--- src/rtl/bsr_pkg.sv ---
package bsr_pkg;

  localparam int unsigned NUM_BANKS = 2;

  typedef enum logic {
    ROUTE_STRAIGHT = 1'b0,
    ROUTE_CROSSED  = 1'b1
  } route_e;

endpackage

--- src/rtl/bsr_addr_map.sv ---
// Splits a linear address into a bank bit and a bank-local address.
// The bank bit is dropped by re-indexing wires: no shifter is built.
module bsr_addr_map #(
  parameter int unsigned ADDR_W = 20,
  parameter int unsigned YLSB   = 6
) (
  input  logic [ADDR_W-1:0] lin_addr,
  output logic [ADDR_W-2:0] bank_addr,
  output logic              bank_bit
);

  localparam int unsigned MAP_W = ADDR_W - 1;

  assign bank_bit = lin_addr[YLSB];

  for (genvar i = 0; i < MAP_W; i++) begin : g_bit
    if (i < YLSB) begin : g_x_field
      assign bank_addr[i] = lin_addr[i];
    end else begin : g_y_field
      assign bank_addr[i] = lin_addr[i+1];
    end
  end

endmodule

--- src/rtl/bsr_map_stage.sv ---
// First register stage: joins the address and data streams, maps the address.
module bsr_map_stage
  import bsr_pkg::*;
#(
  parameter int unsigned ADDR_W = 20,
  parameter int unsigned YLSB   = 6,
  parameter int unsigned DATA_W = 32
) (
  input  logic                clk,
  input  logic                rst_n,
  input  logic                addr_valid,
  output logic                addr_ready,
  input  logic [ADDR_W-1:0]   addr_in,
  input  logic                dat_valid,
  output logic                dat_ready,
  input  logic [DATA_W-1:0]   dat_near,
  input  logic [DATA_W-1:0]   dat_far,
  output logic                m_valid,
  input  logic                m_ready,
  output logic [ADDR_W-2:0]   m_addr,
  output route_e              m_route,
  output logic [DATA_W-1:0]   m_near,
  output logic [DATA_W-1:0]   m_far
);

  localparam int unsigned MAP_W = ADDR_W - 1;

  logic             s1_valid;
  logic             take;
  logic             join_fire;
  logic [MAP_W-1:0] mapped;
  logic             bank_bit;

  bsr_addr_map #(
    .ADDR_W (ADDR_W),
    .YLSB   (YLSB)
  ) u_map (
    .lin_addr  (addr_in),
    .bank_addr (mapped),
    .bank_bit  (bank_bit)
  );

  // The stage can take a beat when empty or when it is being drained.
  assign take       = !s1_valid || m_ready;
  assign addr_ready = take && dat_valid;
  assign dat_ready  = take && addr_valid;
  assign join_fire  = take && addr_valid && dat_valid;

  always_ff @(posedge clk) begin
    if (!rst_n) begin
      s1_valid <= 1'b0;
    end else if (take) begin
      s1_valid <= addr_valid && dat_valid;
    end
  end

  always_ff @(posedge clk) begin
    if (join_fire) begin
      m_addr  <= mapped;
      m_route <= route_e'(bank_bit);
      m_near  <= dat_near;
      m_far   <= dat_far;
    end
  end

  assign m_valid = s1_valid;

endmodule

--- src/rtl/bsr_swap_stage.sv ---
// Second register stage: steers the two data lanes to the banks and tracks
// which banks still owe a handshake for the held beat.
module bsr_swap_stage
  import bsr_pkg::*;
#(
  parameter int unsigned MAP_W  = 19,
  parameter int unsigned DATA_W = 32
) (
  input  logic                                 clk,
  input  logic                                 rst_n,
  input  logic                                 m_valid,
  output logic                                 m_ready,
  input  logic [MAP_W-1:0]                     m_addr,
  input  route_e                               m_route,
  input  logic [DATA_W-1:0]                    m_near,
  input  logic [DATA_W-1:0]                    m_far,
  output logic [NUM_BANKS-1:0]                 bk_valid,
  input  logic [NUM_BANKS-1:0]                 bk_ready,
  output logic [MAP_W-1:0]                     bk_addr,
  output logic [NUM_BANKS-1:0][DATA_W-1:0]     bk_data,
  output route_e                               route_sel
);

  logic [NUM_BANKS-1:0] pend;
  logic [NUM_BANKS-1:0] done_ok;
  logic                 free;
  logic                 load;

  // Each bank is either idle or finishing in this cycle.
  assign done_ok = ~pend | bk_ready;
  assign free    = &done_ok;
  assign load    = m_valid && free;
  assign m_ready = free;

  for (genvar k = 0; k < NUM_BANKS; k++) begin : g_bank
    localparam bit ODD_BANK = (k == 1);
    logic              pend_q;
    logic [DATA_W-1:0] data_q;

    always_ff @(posedge clk) begin
      if (!rst_n) begin
        pend_q <= 1'b0;
      end else if (load) begin
        pend_q <= 1'b1;
      end else if (bk_ready[k]) begin
        pend_q <= 1'b0;
      end
    end

    always_ff @(posedge clk) begin
      if (load) begin
        data_q <= ((m_route == ROUTE_CROSSED) == ODD_BANK) ? m_near : m_far;
      end
    end

    assign pend[k]     = pend_q;
    assign bk_valid[k] = pend_q;
    assign bk_data[k]  = data_q;
  end

  always_ff @(posedge clk) begin
    if (load) begin
      bk_addr   <= m_addr;
      route_sel <= m_route;
    end
  end

endmodule

--- src/rtl/bank_pair_router.sv ---
module bank_pair_router
  import bsr_pkg::*;
#(
  parameter int unsigned ADDR_W = 20,
  parameter int unsigned YLSB   = 6,
  parameter int unsigned DATA_W = 32
) (
  input  logic                clk,
  input  logic                rst_n,
  input  logic                addr_valid,
  output logic                addr_ready,
  input  logic [ADDR_W-1:0]   addr_in,
  input  logic                dat_valid,
  output logic                dat_ready,
  input  logic [DATA_W-1:0]   dat_near,
  input  logic [DATA_W-1:0]   dat_far,
  output logic                bank0_valid,
  input  logic                bank0_ready,
  output logic [ADDR_W-2:0]   bank0_addr,
  output logic [DATA_W-1:0]   bank0_data,
  output logic                bank1_valid,
  input  logic                bank1_ready,
  output logic [ADDR_W-2:0]   bank1_addr,
  output logic [DATA_W-1:0]   bank1_data,
  output logic                cross_sel
);

  localparam int unsigned MAP_W = ADDR_W - 1;

  logic                             m_valid;
  logic                             m_ready;
  logic [MAP_W-1:0]                 m_addr;
  route_e                           m_route;
  logic [DATA_W-1:0]                m_near;
  logic [DATA_W-1:0]                m_far;
  logic [NUM_BANKS-1:0]             bk_valid;
  logic [NUM_BANKS-1:0]             bk_ready;
  logic [MAP_W-1:0]                 bk_addr;
  logic [NUM_BANKS-1:0][DATA_W-1:0] bk_data;
  route_e                           route_sel;

  bsr_map_stage #(
    .ADDR_W (ADDR_W),
    .YLSB   (YLSB),
    .DATA_W (DATA_W)
  ) u_map_stage (
    .clk        (clk),
    .rst_n      (rst_n),
    .addr_valid (addr_valid),
    .addr_ready (addr_ready),
    .addr_in    (addr_in),
    .dat_valid  (dat_valid),
    .dat_ready  (dat_ready),
    .dat_near   (dat_near),
    .dat_far    (dat_far),
    .m_valid    (m_valid),
    .m_ready    (m_ready),
    .m_addr     (m_addr),
    .m_route    (m_route),
    .m_near     (m_near),
    .m_far      (m_far)
  );

  bsr_swap_stage #(
    .MAP_W  (MAP_W),
    .DATA_W (DATA_W)
  ) u_swap_stage (
    .clk       (clk),
    .rst_n     (rst_n),
    .m_valid   (m_valid),
    .m_ready   (m_ready),
    .m_addr    (m_addr),
    .m_route   (m_route),
    .m_near    (m_near),
    .m_far     (m_far),
    .bk_valid  (bk_valid),
    .bk_ready  (bk_ready),
    .bk_addr   (bk_addr),
    .bk_data   (bk_data),
    .route_sel (route_sel)
  );

  assign bk_ready    = {bank1_ready, bank0_ready};
  assign bank0_valid = bk_valid[0];
  assign bank1_valid = bk_valid[1];
  assign bank0_addr  = bk_addr;
  assign bank1_addr  = bk_addr;
  assign bank0_data  = bk_data[0];
  assign bank1_data  = bk_data[1];
  assign cross_sel   = route_sel;

endmodule

--- config.mk ---
export PLATFORM = sky130hd
export DESIGN_NAME = bank_pair_router
export DESIGN_NICKNAME = d
export VERILOG_FILES = /design/src/rtl/bsr_pkg.sv /design/src/rtl/bsr_addr_map.sv /design/src/rtl/bsr_map_stage.sv /design/src/rtl/bsr_swap_stage.sv /design/src/rtl/bank_pair_router.sv
export SDC_FILE = /design/constraint.sdc
export NUM_CORES = 1
export LEC_CHECK = 0
export BUFFER_PORTS_ARGS = -buffer_cell sky130_fd_sc_hd__buf_4
export CAP_MARGIN = 20
export CORE_ASPECT_RATIO = 0.6
export CORE_MARGIN = 4
export CORE_UTILIZATION = 45
export CTS_CLUSTER_DIAMETER = 30
export DETAILED_ROUTE_END_ITERATION = 16
export GPL_ROUTABILITY_DRIVEN = 0
export PLACE_DENSITY = 0.75
export SLEW_MARGIN = 10
export SYNTH_ARGS = -nofsm -noshare
export SYNTH_HDL_FRONTEND = slang
export SYNTH_SLANG_ARGS = --single-unit
--- constraint.sdc ---
create_clock -name clk -period 6.7 [get_ports clk]
set_clock_uncertainty 0.15 [all_clocks]
set_input_delay 1.34 -clock clk [delete_from_list [all_inputs] [get_ports clk]]
set_output_delay 1.34 -clock clk [all_outputs]
set_load 0.02 [all_outputs]
; ---- Yosys cells after proc, flatten, opt, wreduce, memory -nomap -nowiden
; Index checks and enable logic that the tools add are counted.
[totals]
register_bits = 171
in_bits = 90
output_inout_bits = 107
[classes]
n_mux = 6
bitwise = 2
n_reduce_logical = 10
[ops]
columns = cell, count
row1 = two-way mux 32 bit, 2
row2 = logical AND 1 bit, 5
row3 = two-way mux 1 bit, 4
row4 = nonzero test 2 bit, 2
row5 = NOT 2 bit, 1
row6 = bitwise OR 2 bit, 1
row7 = AND reduction 2 bit, 1
row8 = zero test 1 bit, 1
row9 = logical OR 1 bit, 1

; ---- Longest topological paths before layout
; Gate-level depths: netlist of run 1.
[depth]
ltp_word = 6
ltp_mapped = 3
ltp_nobuf = 3

; ---- Hierarchy
; From an unflattened synthesis of run 1, not the netlist that was laid out.
[unflattened]
cells_unflattened = 296
hier_area_um2 = 6578.8
[modules_own_cells]
columns = mod, n_inst, cells_each, area_per_inst_um2, seq_area_each_um2
row1 = bsr_swap_stage, 1, 166, 3699.8, 2562.5
row2 = bsr_map_stage, 1, 91, 2586.2, 2542.4
row3 = bsr_addr_map, 1, 20, 150.1, 0.0
row4 = bank_pair_router, 1, 19, 142.6, 0.0

; ---- Worst setup path before layout of run 1
; OpenSTA, ideal clock, no wires.
[synth_timing]
kind = input port to flip-flop
start = input port bank1_ready
end = register u_map_stage.m_addr[0] (enable)
t_arrival_ps = 5305
path_slack_ps = 709
path_stages = 3
cell_sequence = nor2b_1 > o21ai_1 > nor2b_1
[synth_between]
elab_chain_len = 5
[synth_rtl]
columns = element, line_no
row1 = "start, declared", bank_pair_router.sv:22  ; input logic bank1_ready,
row2 = bitwise OR 2 bit, bsr_swap_stage.sv:30  ; assign done_ok = ~pend | bk_ready;
row3 = AND reduction 2 bit, bsr_swap_stage.sv:31  ; assign free = &done_ok;
row4 = logical OR 1 bit, bsr_map_stage.sv:44  ; assign take = !s1_valid || m_ready;
row5 = logical AND 1 bit (2 in series), bsr_map_stage.sv:47  ; assign join_fire = take && addr_valid && dat_valid;
row6 = named net u_map_stage.join_fire, bsr_map_stage.sv:30  ; logic join_fire;
row7 = "end signal, assigned", bsr_map_stage.sv:59  ; m_addr <= mapped;
row8 = "end, declared", bsr_map_stage.sv:20  ; output logic [ADDR_W-2:0] m_addr,
; The timed path passes the listed nets, and every way through them passes these cells.
; A chain may end at the register's enable or synchronous reset.

; ---- Worst setup path in the final report of run 1
[layout_timing]
start = input port bank1_ready
end = output port addr_ready
[layout_between]
elab_chain_len = 4
[layout_rtl]
columns = element, line_no
row1 = bitwise OR 2 bit, bsr_swap_stage.sv:30
row2 = AND reduction 2 bit, bsr_swap_stage.sv:31
row3 = logical OR 1 bit, bsr_map_stage.sv:44
row4 = logical AND 1 bit, bsr_map_stage.sv:45  ; assign addr_ready = take && dat_valid;
row5 = "end, declared", bank_pair_router.sv:11  ; output logic addr_ready,
; Every way passes these cells.

==> flow_metrics.py, run 1 <==
metrics = {
    "global_route": {
        "antenna_found_initial": 0,
        "grt_pass1_wl_um": 17370,
        "first_global_vias": 3177,
        "grt_max_degree": 48,
        "grt_use_total_pct": 14.36,
        "grt_remaining_overflow": 0,
    },
    "final_layout": {
        "antennaDiodeCount": 0,
        "syn_to_final_growth_pct": 33.31,
        "layout-drive-gt1-share_pct": 61.90,
        "nFillCells": 1002,
        "instances_no_fill": 675,
        "final_area_mm2": 0.008542,
        "finish.net_count": 560,
    },
    "power": {
        "switching_power_uw": 499.5,
        "leakage_nw": 3.401,
        "power_density_mw_per_mm2": 277.8,
        "seq_power_share_pct": 52.3,
        "combPwrFrac_pct": 7.2,
        "p_clk_share_pct": 40.6,
        "worst_ir_drop_vdd_mv": 0.1483,
        "p_int_mw": 1.873,
        "sw_frac_of_total_pct": 21.05,
    },
    "timing": {
        "hold_violations": 0,
        "fin_tns_setup_ps": 0,
        "setup_ws_ps": 2954,
        "setup_viol": 0,
        "grt_setup_unrepaired": "false",
        "final-max-slew-violation-count": 0,
        "fin_crit_sh_pct": 55.91,
        "fmax_mhz": 267.0,
        "relSlewSlack_pct": 45.52,
        "layout_min_cycle_time_ps": 3746,
        "tightest_slew_ps": 817.2,
    },
    "clocking": {
        "hold_buffers": 0,
        "cts_buffer_depth": 2,
        "clock_sinks": 171,
        "post-cts-setup-buffers": 0,
        "cts-buffers-inserted": 17,
        "cts_tree": "yes",
        "cts.repair.resized": 0,
        "clk_pin_slew_worst_paths_ps": 60,
        "cts_max_level": 4,
        "clock_latency_ps": 410,
        "cts_root_buf": "clkbuf_16",
    },
    "placement": {
        "dp_cells": 640,
        "place_ws_ps": 2749,
        "port_buffers": 196,
        "post-dp-hpwl_um": 8501,
        "dpl-instance-area_mm2": 0.007883,
    },
    "synth": {
        "synth-seq-cells": 171,
        "yosys_warnings": 0,
        "yosysTopAreaCell": "edfxtp_1",
        "syn-num-nets": 365,
        "ys_seq_area_share_pct": 79.67,
        "synth_area_per_cell_um2": 23.30,
        "async_flop_share_pct": 0,
        "ys_types": 15,
        "synth_area_mm2": 0.006407,
        "synth.area.top_cells": "edfxtp_1 (79%), mux2_4 (14%), buf_4 (2.2%)",
        "synth_edf_count": 168,
        "synth_common_cells": "edfxtp_1 (168), mux2_4 (60), buf_4 (19)",
        "yosys.area.top_type_share_pct": 78.73,
        "synth_most_common_cell": "edfxtp_1",
        "syn_inst": 275,
        "synth-main-ff-cell": "edfxtp_1",
    },
    "outcome": {
        "status": "complete, no violations",
    },
    "setup_path": {
        "cp-end-kind": "output port",
        "path_max_fanout": 4,
        "crit_arrival_ps": 2260,
        "required_ps": 5210,
        "path_class": "input pin to output port",
        "worst_setup_path_start_kind": "input pin",
        "ff2ff_path_depth": 3,
    },
    "die": {
        "die-area_mm2": 0.01627,
        "row_count": 33,
        "dieWidth_um": 162.1,
        "core-area_mm2": 0.01379,
        "die_y_um": 100.4,
        "io_pins": 197,
        "initial_core_util_pct": 46.46,
    },
    "drt": {
        "ant_nets": 0,
        "via_per_inst": 4.588,
        "drt_first_pass_iters": 4,
        "routed-via-count": 3097,
        "routedWlPerCell_um": 17.79,
        "route.detailed.drc": 0,
        "first_iter_violations": 104,
        "wirelength_um": 12010,
    },
    "run": {
        "drv_cap": 0,
    },
    "min_path": {
        "hold_class": "flip-flop to flip-flop",
        "whs_path_depth": 0,
    },
}
cells by family after synthesis:
| kind of cell | after synthesis | synth area share [%] |
|---|---|---|
| AOI/OAI and AO/OA | 4 | 0.3903 |
| buffers and inverters | 26 | 4.277 |
| DFF | 171 | 79.67 |
| muxes | 64 | 14.76 |
| and+or+nand+nor | 10 | 0.8980 |
critical path, stage by stage:
cell and delay (ps):
buf_4 110, nor2b_1 270, o21ai_1 180, and2_1 200, buf_4 160
layout by cell type (no fill, tap or decap), drive strengths merged, types with 2 or more instances in the layout:
cell,instances
dfxtp,3
nor2b,4
clkinvlp,2
nand2b,2
buf,202
inv,3
and2,2
a21boi,2
bufinv,2
clkbuf,17
edfxtp,168
clkinv,8
mux2,64
state kept, by name, indices dropped and copies added (netlist names):
signal	flops
u_map_stage.m_addr	19
u_swap_stage.bk_addr	19
u_map_stage.m_far	32
u_map_stage.m_valid	1
u_map_stage.m_route	1
u_swap_stage.route_sel	1
u_swap_stage.g_bank.data_q	64
u_swap_stage.g_bank.pend_q	2
u_map_stage.m_near	32
per-stage QoR:
stage	util [%]	total power [mW]	hold slack (ps)
global route	61.94	2.458	274.8
finish	61.94	2.373	265.5
CTS	61.45	2.397	269.3
detailed placement	57.16	1.432	255.2
floorplan	-	1.357	250.3
global placement	57.16	1.426	250.7
final cells by class:
cell class | instances | area (um^2) | share of cell area, %
repair buffers | 202 | 1562 | 18.28
flip-flops and latches | 171 | 5105 | 59.76
clock buffers | 17 | 425.4 | 4.980
well taps | 192 | 240.2 | 2.812
multi-input cells | 78 | 1044 | 12.22
clock inverters | 15 | 166.4 | 1.948
path summary, 6_finish.rpt:
path,slack [ps],start,endpoint
setup / recovery,2950,bank1_ready,addr_ready
hold / removal,270,u_map_stage.m_addr[16],u_swap_stage.bk_addr[16]
setup reg to reg,4370,u_map_stage.m_route,u_swap_stage.g_bank[0].data_q[27]
hold reg to reg,270,u_map_stage.m_addr[16],u_swap_stage.bk_addr[16]
power groups by stage:
stage | Clock [mW] | Combinational [mW] | Sequential, mW
after floorplan | 0 | 0.0738 | 1.28
after global placement | 0 | 0.163 | 1.26
after detailed placement | 0 | 0.168 | 1.26
after CTS | 0.988 | 0.167 | 1.24
after global routing | 1.03 | 0.181 | 1.24
final | 0.963 | 0.170 | 1.24
per-layer routing:
layer / vias up / GRT usage (%) / wire (um)
li1: 1445 / - / -
met1: 1496 / 17.65 / 4928
met2: 145 / 22.96 / 5713
met3: 11 / 6.771 / 1281
met4: 0 / 4.288 / 85
met5: - / 0 / 0
(Power assumes the default switching activity.)
==> inputs of run 2 (changes only) <==
==> constraint.sdc (replaced) <==
create_clock -name clk -period 3.6 [get_ports clk]
set_clock_uncertainty 0.15 [all_clocks]
set_input_delay 0.72 -clock clk [delete_from_list [all_inputs] [get_ports clk]]
set_output_delay 0.72 -clock clk [all_outputs]
set_load 0.02 [all_outputs]
==> run 2 against run 1 <==
- power up 88%
- clock power up 92%
- core utilization down 0.17 points
- via count up 0.29%
- critical path type unchanged
- largest cell class unchanged
- highest routed layer unchanged
==> flow_metrics.py, run 2 (synthesis gave the netlist of run 1 again) <==
metrics = {
    "outcome": {
        "status": "complete, no violations",
    },
    "setup_path": {
        "cp-end-kind": "output port",
        "worst_setup_path_start_kind": "input pin",
        "required_ps": 2730,
        "path_max_fanout": 4,
        "path_class": "input pin to output port",
        "crit_arrival_ps": 1590,
    },
    "global_route": {
        "first_global_vias": 3225,
        "grt_max_degree": 85,
        "grt_use_total_pct": 13.90,
        "grt_pass1_wl_um": 16910,
        "grt_remaining_overflow": 0,
        "antenna_found_initial": 0,
    },
    "timing": {
        "relSlewSlack_pct": 51.53,
        "grt_setup_unrepaired": "false",
        "fin_crit_sh_pct": 68.43,
        "setup_viol": 0,
        "hold_violations": 0,
        "tightest_slew_ps": 727.0,
        "fmax_mhz": 405.9,
        "fin_tns_setup_ps": 0,
        "final-max-slew-violation-count": 0,
        "layout_min_cycle_time_ps": 2464,
    },
    "drt": {
        "ant_nets": 0,
        "wirelength_um": 11250,
        "first_iter_violations": 157,
        "route.detailed.drc": 0,
        "via_per_inst": 4.615,
        "routedWlPerCell_um": 16.71,
        "routed-via-count": 3106,
        "drt_first_pass_iters": 4,
    },
    "power": {
        "power_density_mw_per_mm2": 524.5,
        "worst_ir_drop_vdd_mv": 0.3543,
        "leakage_nw": 3.394,
    },
    "die": {
        "dieWidth_um": 162.1,
        "die-area_mm2": 0.01627,
        "core-area_mm2": 0.01379,
        "io_pins": 197,
        "initial_core_util_pct": 46.46,
        "die_y_um": 100.4,
        "row_count": 33,
    },
    "clocking": {
        "clock_sinks": 171,
        "hold_buffers": 0,
        "cts_max_level": 4,
        "cts_root_buf": "clkbuf_16",
        "cts_buffer_depth": 2,
        "cts.repair.resized": 0,
        "cts-buffers-inserted": 17,
        "clock_latency_ps": 410,
        "cts_tree": "yes",
        "post-cts-setup-buffers": 0,
        "clk_pin_slew_worst_paths_ps": 70,
    },
    "final_layout": {
        "layout-drive-gt1-share_pct": 61.75,
        "reg.largest.list": "u_swap_stage.g_bank.data_q: 64 flops, u_map_stage.m_far: 32 flops, u_map_stage.m_near: 32 flops",
        "largest_reg_flops": 64,
        "instances_no_fill": 673,
        "final_common_cell": "buf_4",
        "largest-register": "u_swap_stage.g_bank.data_q",
        "finish.net_count": 559,
        "antennaDiodeCount": 0,
        "syn_to_final_growth_pct": 32.94,
        "final_cell_mix": "buf_4 (200), edfxtp_1 (168), mux2_4 (60)",
    },
    "placement": {
        "post-dp-hpwl_um": 8092,
        "dp_cells": 642,
        "port_buffers": 196,
    },
    "min_path": {
        "hold_class": "flip-flop to flip-flop",
    },
    "run": {
        "drv_cap": 0,
    },
}
-- run 2: worst paths after layout --
kind	start	endpoint	slack (ps)	cells past startpoint
worst max-delay path	bank1_ready	addr_ready	1140	5
worst min-delay path	u_map_stage.m_addr[6]	u_swap_stage.bk_addr[6]	270	0
worst max register to register	u_swap_stage.g_bank[1].pend_q	u_map_stage.m_far[6]	1620	4
worst min register to register	u_map_stage.m_addr[6]	u_swap_stage.bk_addr[6]	270	0
-- run 2: critical path, stage by stage --
cell and delay (ps):
buf_4 110, nor2b_1 240, o21ai_1 180, and2_1 190
buf_4 150
-- run 2: layout make-up --
class / instances / area [um^2]
fill: 1012 / 5273
sequential: 171 / 5105
timing repair buffer: 201 / 1521
multi-input combinational: 78 / 1044
clock buffer: 18 / 429.2
tap: 192 / 240.2
clock inverter: 13 / 178.9
-- run 2: routing by layer --
metal  vias up  track usage (%)  part of all wire [%]
met2       151            22.61                    49
met5         -                0                     0
li1       1441                -                     -
met1      1506            16.48                    39
met4         0            5.068                  0.68
met3         8            6.401                    11
-- run 2: through the flow --
| stage | setup WS (ps) | total power [mW] | hold slack [ps] | utilization (%) | area [um^2] |
|---|---|---|---|---|---|
| final | 1136 | 4.468 | 266.4 | 61.77 | 8518 |
| after global routing | 1042 | 4.635 | 274.0 | 61.77 | 8518 |
| after detailed placement | 1131 | 2.664 | 254.5 | 57.36 | 7910 |
| after global placement | 1201 | 2.651 | 250.1 | 57.36 | 7910 |
| after floorplan | 718.1 | 2.519 | 250.3 | - | 6422 |
| after CTS | 1130 | 4.517 | 268.8 | 61.77 | 8518 |
-- run 2: where the power goes --
part | internal, mW | leakage [nW] | switching [mW]
Sequential | 2.28 | 1.58 | 0.0292
Clock | 1.11 | 0.294 | 0.745
Combinational | 0.172 | 1.52 | 0.137
==> inputs of run 3 (changes only) <==
--- a/config.mk
+++ b/config.mk
@@ -13,7 +13,7 @@
 export CTS_CLUSTER_DIAMETER = 30
 export DETAILED_ROUTE_END_ITERATION = 16
 export GPL_ROUTABILITY_DRIVEN = 0
-export PLACE_DENSITY = 0.75
+export PLACE_DENSITY = 0.78
 export SLEW_MARGIN = 10
 export SYNTH_ARGS = -nofsm -noshare
 export SYNTH_HDL_FRONTEND = slang
==> constraint.sdc (replaced) <==
create_clock -name clk -period 2.25 [get_ports clk]
set_clock_uncertainty 0.15 [all_clocks]
set_input_delay 0.45 -clock clk [delete_from_list [all_inputs] [get_ports clk]]
set_output_delay 0.45 -clock clk [all_outputs]
set_load 0.02 [all_outputs]
==> run 3 against run 2 <==
- cell area increased by 0.41%
- first-iteration DRC count decreased by 34%
- clock-buffer cell count decreased by 1
- combinational power increased by 64%
- final cell count unchanged
- highest routed layer unchanged
- critical path depth decreased by 1
- global-route usage increased by 0.36 points
- core utilization increased by 0.25 points
- critical path type is now flip-flop to output port
- routed wire length increased by 4.0%
- largest cell class unchanged
==> flow_metrics.py, run 3 (synthesis gave the netlist of run 1 again) <==
metrics = {
    "setup_path": {
        "startpoint": "u_swap_stage.g_bank[1].pend_q",
        "required_ps": 1650,
        "rr_endpoint": "u_swap_stage.g_bank[1].data_q[2]",
        "ff2ff_path_depth": 4,
        "setup.worst_path.end": "addr_ready",
        "worst_setup_path_start_kind": "flip-flop",
        "cp-end-kind": "output port",
        "path_class": "flip-flop to output port",
        "timing.rr.start": "u_swap_stage.g_bank[0].pend_q",
        "reg2reg_setup_slack_ps": 540,
        "path_max_fanout": 4,
        "crit_arrival_ps": 1340,
    },
    "clocking": {
        "post-cts-setup-buffers": 0,
        "cts_max_level": 4,
        "clock_sinks": 171,
        "cts_root_buf": "clkbuf_16",
        "cts.repair.resized": 0,
        "cts-buffers-inserted": 17,
        "hold_buffers": 0,
        "clock_latency_ps": 410,
        "clk_pin_slew_worst_paths_ps": 70,
        "cts_tree": "yes",
        "cts_buffer_depth": 2,
    },
    "timing": {
        "setup_viol": 0,
        "hold_violations": 0,
        "tightest_slew_ps": 484.6,
        "fmax_mhz": 515.0,
        "final-max-slew-violation-count": 0,
        "grt_setup_unrepaired": "false",
        "fin_crit_sh_pct": 86.29,
        "relSlewSlack_pct": 67.69,
        "layout_min_cycle_time_ps": 1942,
    },
    "global_route": {
        "grt_max_degree": 85,
        "first_global_vias": 3284,
        "grt_pass1_wl_um": 17360,
        "grt_use_met1_pct": 17.49,
        "grt_remaining_overflow": 0,
        "grt-busiest-layer": "met2",
        "grt_use_total_pct": 14.26,
        "antenna_found_initial": 0,
        "met3_usage_pct": 7.222,
        "met2_usage_pct": 22.45,
    },
    "min_path": {
        "hold_class": "input pin to flip-flop",
    },
    "drt": {
        "routedWlPerCell_um": 17.37,
        "routed-via-count": 3111,
        "route.detailed.drc": 0,
        "ant_nets": 0,
        "via_per_inst": 4.623,
        "drt_first_pass_iters": 4,
        "first_iter_violations": 103,
        "wirelength_um": 11690,
    },
    "outcome": {
        "status": "complete, no violations",
    },
    "final_layout": {
        "largest_reg_flops": 64,
        "final_area_mm2": 0.008553,
        "seq_area_mm2": 0.005107,
        "antennaDiodeCount": 0,
        "layout-drive-gt1-share_pct": 62.79,
        "final_common_cell": "buf_4",
        "multi_input_area_mm2": 0.001062,
        "nFillCells": 1010,
        "largest-register": "u_swap_stage.g_bank.data_q",
        "final_cell_mix": "buf_4 (197), edfxtp_1 (168), mux2_4 (60)",
        "reg.largest.list": "u_swap_stage.g_bank.data_q: 64 flops, u_map_stage.m_far: 32 flops, u_map_stage.m_near: 32 flops",
        "syn_to_final_growth_pct": 33.49,
        "finish.net_count": 559,
    },
    "placement": {
        "post-dp-hpwl_um": 8177,
        "port_buffers": 196,
        "dpl-instance-area_mm2": 0.007969,
    },
    "die": {
        "core-area_mm2": 0.01379,
        "dieWidth_um": 162.1,
        "io_pins": 197,
        "initial_core_util_pct": 46.46,
        "row_count": 33,
        "die_y_um": 100.4,
        "die-area_mm2": 0.01627,
    },
    "power": {
        "leakage_nw": 3.391,
        "power_density_mw_per_mm2": 825.9,
        "power_mw": 7.064,
        "worst_ir_drop_vdd_mv": 0.4277,
    },
    "run": {
        "drv_cap": 0,
    },
}
run 3: changes by cell type in the layout (fill, tap and decap cells not counted), sizes merged:
cell,before,now
clkinvlp,1,3
bufinv,3,2
clkbuf,18,17
run 3: worst min-delay path by stage:
stage,endpoint,depth (start not counted),slack [ps],from
after floorplan,u_swap_stage.bk_addr[0],0,250,u_map_stage.m_addr[0]
after global placement,u_swap_stage.bk_addr[15],0,250,u_map_stage.m_addr[15]
after detailed placement,u_swap_stage.bk_addr[3],0,250,u_map_stage.m_addr[3]
after CTS,u_map_stage.m_far[27],1,50,dat_far[27]
after global routing,u_map_stage.m_addr[10],1,40,addr_in[11]
final,u_map_stage.m_near[9],1,60,dat_near[9]
run 3: metal layers:
metal	wire length [um]	part of all wire (%)
met1	4833	41
met2	5443	47
met3	1358	12
met4	57	0.49
met5	0	0
run 3: cell type report:
class,instances,area share [%]
Tap cell,192,2.809
Multi-Input combinational cell,78,12.42
Clock buffer,17,4.974
Timing Repair Buffer,201,18.23
Clock inverter,14,1.858
Sequential cell,171,59.71
run 3: report_power, final:
part,switching (mW),internal (mW),total [mW]
Clock,1.21,1.65,2.87
Sequential,0.0490,3.64,3.69
Combinational,0.225,0.283,0.508
Total,1.48,5.58,7.06
run 3: per-stage QoR:
step / util [%] / worst slack, ps / hold slack [ps] / std cells / TNS (ps)
finish: 62.02 / 308.4 / 63.75 / 673 / 0
global placement: 57.78 / 464.8 / 250.5 / 642 / 0
floorplan: - / -277.7 / 250.3 / 275 / -41690
detailed placement: 57.78 / 405.0 / 254.5 / 642 / 0
CTS: 62.02 / 282.8 / 45.57 / 673 / 0
global route: 62.02 / 247.0 / 36.29 / 673 / 0
run 3: worst max-delay path, stage by stage (launching register included):
cell     delay (ps)
dfxtp_2         350
nor2b_4         190
o21ai_2          90
and2_1          160
buf_4           150
